### src/rtl/irq_arb_pkg.sv
package irq_arb_pkg;
  localparam int NMI_VEC     = 0;
  localparam int BRK_VEC     = 1;
  localparam int SRC_VEC_OFS = 2;

  function automatic int vec_width(input int n_src);
    return $clog2(n_src + SRC_VEC_OFS);
  endfunction
endpackage

### src/rtl/irq_prio_enc.sv
// Lowest-index-first priority encoder.
module irq_prio_enc #(
  parameter int W     = 16,
  parameter int IDX_W = (W > 1) ? $clog2(W) : 1
) (
  input  logic [W-1:0]     req,
  output logic             hit,
  output logic [IDX_W-1:0] idx
);
  always_comb begin
    hit = |req;
    idx = '0;
    for (int i = W - 1; i >= 0; i--) begin
      if (req[i]) idx = IDX_W'(i);
    end
  end
endmodule

### src/rtl/irq_nmi_latch.sv
// Falling-edge detector with a sticky pending flag; a new edge wins over a clear.
module irq_nmi_latch (
  input  logic clk,
  input  logic rst,
  input  logic nmi_n,
  input  logic clr,
  output logic pend
);
  logic prev_q;
  logic fall;

  assign fall = prev_q & ~nmi_n;

  always_ff @(posedge clk) begin
    if (rst) begin
      prev_q <= 1'b1;
      pend   <= 1'b0;
    end else begin
      prev_q <= nmi_n;
      if (fall)     pend <= 1'b1;
      else if (clr) pend <= 1'b0;
    end
  end
endmodule

### src/rtl/irq_vec_addr.sv
module irq_vec_addr #(
  parameter int VEC_W      = 5,
  parameter int ADDR_W     = 16,
  parameter int VEC_BASE   = 'h40,
  parameter int VEC_STRIDE = 4
) (
  input  logic [VEC_W-1:0]  vec,
  output logic [ADDR_W-1:0] addr
);
  assign addr = ADDR_W'(VEC_BASE) + ADDR_W'(vec) * ADDR_W'(VEC_STRIDE);
endmodule

### src/rtl/irq_arb_top.sv
module irq_arb_top
  import irq_arb_pkg::*;
#(
  parameter int N_SRC      = 16,
  parameter int ADDR_W     = 16,
  parameter int VEC_BASE   = 'h40,
  parameter int VEC_STRIDE = 4,
  parameter int VEC_W      = vec_width(N_SRC)
) (
  input  logic              clk,
  input  logic              rst,
  input  logic [N_SRC-1:0]  src_req,
  input  logic [N_SRC-1:0]  src_en,
  input  logic [N_SRC-1:0]  src_lvl,
  input  logic              mask_i,
  input  logic              nmi_n,
  input  logic              brk_req,
  input  logic              boundary_i,
  output logic              req_valid_o,
  output logic [VEC_W-1:0]  vec_o,
  output logic [ADDR_W-1:0] vec_addr_o,
  output logic              accept_o,
  output logic              set_mask_o
);
  localparam int IDX_W = (N_SRC > 1) ? $clog2(N_SRC) : 1;
  localparam int N_LVL = 2;

  logic             nmi_pend;
  logic             nmi_clr;
  logic             eff_mask;
  logic [N_SRC-1:0] live;
  logic [N_SRC-1:0] lvl_req [N_LVL];
  logic             lvl_hit [N_LVL];
  logic [IDX_W-1:0] lvl_idx [N_LVL];
  logic             nmi_live, brk_live;
  logic             nxt_valid;
  logic [VEC_W-1:0] nxt_vec;
  logic             sel_valid_q;
  logic [VEC_W-1:0] sel_vec_q;

  // Acceptance happens from the registered selection.
  assign accept_o   = boundary_i & sel_valid_q;
  assign set_mask_o = accept_o;
  assign nmi_clr    = accept_o && (sel_vec_q == VEC_W'(NMI_VEC));

  irq_nmi_latch u_nmi (
    .clk  (clk),
    .rst  (rst),
    .nmi_n(nmi_n),
    .clr  (nmi_clr),
    .pend (nmi_pend)
  );

  // The mask is treated as set in the accept cycle, so the next selection
  // already reflects the processor's updated mask.
  assign eff_mask = mask_i | accept_o;
  assign live     = eff_mask ? '0 : (src_req & src_en);
  assign lvl_req[0] = live & ~src_lvl;
  assign lvl_req[1] = live &  src_lvl;

  for (genvar g = 0; g < N_LVL; g++) begin : g_lvl
    irq_prio_enc #(.W(N_SRC), .IDX_W(IDX_W)) u_enc (
      .req(lvl_req[g]),
      .hit(lvl_hit[g]),
      .idx(lvl_idx[g])
    );
  end

  assign nmi_live = nmi_pend & ~nmi_clr;
  assign brk_live = brk_req & ~(accept_o && (sel_vec_q == VEC_W'(BRK_VEC)));

  always_comb begin
    nxt_valid = 1'b1;
    nxt_vec   = '0;
    if (nmi_live)
      nxt_vec = VEC_W'(NMI_VEC);
    else if (brk_live)
      nxt_vec = VEC_W'(BRK_VEC);
    else if (lvl_hit[1])
      nxt_vec = VEC_W'(lvl_idx[1]) + VEC_W'(SRC_VEC_OFS);
    else if (lvl_hit[0])
      nxt_vec = VEC_W'(lvl_idx[0]) + VEC_W'(SRC_VEC_OFS);
    else
      nxt_valid = 1'b0;
  end

  always_ff @(posedge clk) begin
    if (rst) begin
      sel_valid_q <= 1'b0;
      sel_vec_q   <= '0;
    end else begin
      sel_valid_q <= nxt_valid;
      sel_vec_q   <= nxt_vec;
    end
  end

  assign req_valid_o = sel_valid_q;
  assign vec_o       = sel_vec_q;

  irq_vec_addr #(
    .VEC_W(VEC_W), .ADDR_W(ADDR_W), .VEC_BASE(VEC_BASE), .VEC_STRIDE(VEC_STRIDE)
  ) u_addr (
    .vec (sel_vec_q),
    .addr(vec_addr_o)
  );
endmodule

### config.mk
export PLATFORM = sky130hd
export DESIGN_NAME = irq_arb_top
export DESIGN_NICKNAME = d
export VERILOG_FILES = /design/src/rtl/irq_arb_pkg.sv /design/src/rtl/irq_prio_enc.sv /design/src/rtl/irq_nmi_latch.sv /design/src/rtl/irq_vec_addr.sv /design/src/rtl/irq_arb_top.sv
export SDC_FILE = /design/constraint.sdc
export NUM_CORES = 1
export LEC_CHECK = 0
export ABC_AREA = 1
export BUFFER_PORTS_ARGS = -buffer_cell sky130_fd_sc_hd__buf_2
export CAP_MARGIN = 25
export CORE_MARGIN = 4
export CORE_UTILIZATION = 41
export CTS_CLUSTER_DIAMETER = 40
export DETAILED_ROUTE_END_ITERATION = 7
export GPL_ROUTABILITY_DRIVEN = 0
export PLACE_DENSITY = 0.71
export SLEW_MARGIN = 10
export SYNTH_ARGS = -nofsm -noshare
export SYNTH_HDL_FRONTEND = slang
export SYNTH_HIERARCHICAL = 1
export SYNTH_SLANG_ARGS = --single-unit
### constraint.sdc
create_clock -name clk -period 2.4 [get_ports clk]
set_clock_uncertainty 0.2 [all_clocks]
set_input_delay 0.24 -clock clk [delete_from_list [all_inputs] [get_ports clk]]
set_output_delay 0.24 -clock clk [all_outputs]
set_load 0.005 [all_outputs]
==> Word level (Yosys, flattened, before mapping) <==
Cells that the tools add are included.
{ "word_totals": {"wordCells": 71, "ff_bits": 8, "inputBits": 54} }
{ "op_classes": {"addsub": 3, "n_reduce_logical": 8, "n_eq_ne": 1, "bitwise": 12, "n_mux": 42} }
{ "op_table": {"columns": ["cell", "n"], "rows": [
  ["$mux W4", 32],
  ["$and A16 B16 Y16", 3],
  ["$reduce_or A16 Y1", 2],
  ["$mux W16", 1],
  ["$not A16 Y16", 1],
  ["$add A4 B2 Y5 const B", 2],
  ["$mux W5", 2],
  ["$add A7 B7 Y8 const A", 1],
  ["$mux W1", 7],
  ["$eq A5 B1 Y1 const B", 1],
  ["$logic_not A5 Y1", 1],
  ["$and A1 B1 Y1", 4],
  ["$not A1 Y1", 3],
  ["$reduce_or A3 Y1", 1],
  ["$logic_and A1 B1 Y1", 2],
  ["$reduce_bool A2 Y1", 1],
  ["$reduce_or A2 Y1", 1],
  ["$or A1 B1 Y1", 1]
]} }

==> Depth between registers and ports, before layout <==
{ "logic_depth": {"word_depth": 24, "depth_mapped": 23, "depth_no_buf": 21} }

==> Cells and area by module <==
The synthesis kept the hierarchy.
{ "modules_own_cells": {"columns": ["mod", "n_inst", "cells_each", "area_per_inst_um2"], "rows": [
  ["irq_arb_top", 1, 141, 1260.0],
  ["irq_prio_enc", 2, 49, 209.0],
  ["irq_vec_addr", 1, 17, 120.1],
  ["irq_nmi_latch", 1, 9, 70.1]
]} }

==> Worst setup path after synthesis <==
OpenSTA, ideal clock, no wires.
{ "synth_timing": {"path_type": "reg2reg", "start": "register sel_valid_q, in the netlist req_valid_o", "end": "register sel_vec_q[2], in the netlist vec_o[2]", "arrival_ps": 2207, "stages_incl_launch_ff": 17, "setup_slack_ps": -125, "setup_time_ps": 118, "n_path_buf": 2, "cell_sequence": "dfxtp_1 -> nand2_2 -> inv_2 -> or2_1 -> buf_6 -> buf_12 -> nor4_4 -> or2_1 -> nand3_1 -> nand3_1 -> nand3_1 -> nand3_1 -> a21oi_1 -> nor3_1 -> ha_1 -> a22oi_1 -> nor2_1"} }
{ "synth_rtl": {"columns": ["item", "line", "text"], "rows": [
  ["from (decl)", "irq_arb_top.sv:38", "logic sel_valid_q;"],
  ["from (signal assigned)", "irq_arb_top.sv:92", "sel_valid_q <= nxt_valid;"],
  ["to (signal assigned)", "irq_arb_top.sv:93", "sel_vec_q <= nxt_vec;"],
  ["to (decl)", "irq_arb_top.sv:39", "logic [VEC_W-1:0] sel_vec_q;"]
]} }

==> metrics <==
outcome complete, but fails checks; violated checks setup timing; Die Area 5700 um2; mapped cell area 1870 um2; min Tclk post-route 2.63 ns; nets 419; ANT nets after route 0; max-cap viol count 0; CP required 2.31 ns; later-pin clock latency in the skew report 0.22 ns; Yosys top cell by area nor4_4; Slew Viols, Final 0; vias in the first global route 1719; setup violators final 6; Worst Path Max Fanout 6; most common cell in the netlist inv_1; Final Cycle Share 109%; CTS Sinks 8; LEAKAGE 1.41 nW; IO Pins 78; CTS root buffer clkbuf_8; via count 1863; CTS tree done; pwr/cell area 293 nW/um2; largest family of logic cells by synthesized area simple AND/OR/NAND/NOR gates; post-layout util 60.6%; crit path cell chain nand2_2 > inv_2 > or2_4 > buf_12 > buf_4 > buf_12 > nor4_4 > inv_2 > nand4_1 > nor4_4 > nand2_1 > inv_2 > nor2_2 > buf_4 > a22oi_1 > a21oi_1; Post-synth top cells inv_1, nand2_1, nor4_4, nor2_1, buf_4; peak supply drop 278 uV; syn_area_per_cell 7.05 um2; initial core utilization 42.6%; final hold slack 0.0263 ns; register area 161 um2; clk slew on worst S/H paths 0.04 ns; wire length of the first global-routing pass 6.60 mm; final hold violation count 0; Synth Area in Simple Gates 56.8%; fmax 381 MHz; Iter 0 DRT Violations 42; total power draw 0.779 mW; Die X 75.5 um; initial antenna violation count 0; Synth Area in XOR/XNOR 0%; first-pass detailed-route iteration total 4; layout cells sized above 1 51.8%; Sum Neg Setup Slack -0.968 ns; Area Overhead vs Synth 42.2%; Critical Path Slowest Stage Cell nor4_4; Post-synth EDFFs 0; drt via density 4.51; Die Y 75.5 um; mux cell area share after synthesis 0%; RSZ-0062 raised after global routing true; Num CTS Buffers 3; number of fill cells 413; synth unique cells 24; largest net degree at the start of global routing 10; grt total ovfl 0; core area 4380 um2; Multi-input gate area 1370 um2; Seq cells post-synth 8; Compound-Gate Fraction of Synth Area 4.15%; top cell type's share of synthesized area 34.2%; CTS H-tree depth 1; CP Class reg -> reg; drt total wl 4.27 mm; adder-cell area share of the yosys netlist 1.34%; DP HPWL 3.46 mm; Startpoint Class flop; WP data arrival 2.54 ns; Rows 24; Synth async-reset ratio 0%; Avg WL per Cell 10.3 um; ANT cells 0; Cells after DPL 394; YS warnings 6; Cell Count, Final, Fillers Out 413; most used cell, CP inv_2; CP max stage delay 0.37 ns; HP Class in -> reg; total track usage 14.2%; clk buf depth 2; I/O Buffers 67; CP endpoint kind flop; Area contributors post-synth nor4_4, inv_1, nand2_1; Main synth FF type dfxtp_1; sequential area share after synthesis 8.57%; DRC Markers 0; Cells after Synth 265; setup ws final -0.228 ns
==> layout make-up <==
type,count,share of cell area [%]
timing repair buffer,104,25.3
inverter,93,13.1
sequential,8,6.08
tap,52,2.45
clock buffer,3,1.55
multi-input combinational,153,51.4
==> cells by family after synthesis <==
family | Yosys count
buffers and inverters | 113
AND/OR/NAND/NOR | 129
other | 1
AO/OA/AOI/OAI | 12
flip-flops | 8
adder cells (fa/ha/maj) | 2
==> critical path, delay by kind of cell, from the launching register on <==
family | cells | cell delay [ns]
buffers and inverters | 7 | 0.74
AND/OR/NAND/NOR | 7 | 1.01
AO/OA/AOI/OAI | 2 | 0.24
flip-flops | 1 | 0.32
==> metal layers <==
| layer | track usage (%) | vias up | wire length, um |
|---|---|---|---|
| li1 | - | 982 | - |
| met1 | 15.5 | 839 | 1600 |
| met2 | 28.8 | 42 | 2440 |
| met3 | 2.51 | 0 | 237 |
| met4 | 1.75 | 0 | 0 |
| met5 | 0 | - | 0 |
==> timing repair <==
action	4_1_cts	5_1_grt
cloned	0	1
hold buffers	1	0
hold endpoints to repair	1	0
buffers inserted	9	7
pin swaps	13	27
setup endpoints to repair	5	6
gates resized for setup	20	20
==> through the flow <==
stage                     cell area (um2)  setup slack, ns
after floorplan                      1910          -0.0864
after global placement               2300           -0.276
after detailed placement             2300           -0.311
after CTS                            2500           -0.176
after global routing                 2660           -0.410
final                                2660           -0.228
==> placed cells by master, fill, tap and decap left out, types with 6 or more instances in the layout <==
cell type and n:
nor4_4 33, buf_2 67, dfxtp_1 7, conb_1 10, nand2_1 44, nor2_1 18
inv_2 14, inv_1 79, nand3_2 10, nor2_2 6, buf_4 29
==> power breakdown <==
part / internal (mW) / switching [mW] / total (mW)
Sequential: 0.145 / 0.00701 / 0.152
Combinational: 0.212 / 0.259 / 0.471
Clock: 0.108 / 0.0480 / 0.156
Total: 0.465 / 0.314 / 0.779
==> sequential cells by signal, indices dropped and copies added, names as in the netlist <==
signal,flops
req_valid_o,1
u_nmi/pend,1
u_nmi/prev_q,1
vec_o,5
==> path summary, 6_finish.rpt <==
path                            cells after the start    startpoint  slack [ns]      endpoint
worst min-delay path                                3           rst        0.03  u_nmi/prev_q
worst max-delay path                               16   req_valid_o       -0.23      vec_o[0]
worst max register to register                     16   req_valid_o       -0.23      vec_o[0]
worst min register to register                      2  u_nmi/prev_q        0.23    u_nmi/pend
Power figures use the tool's default switching activity.
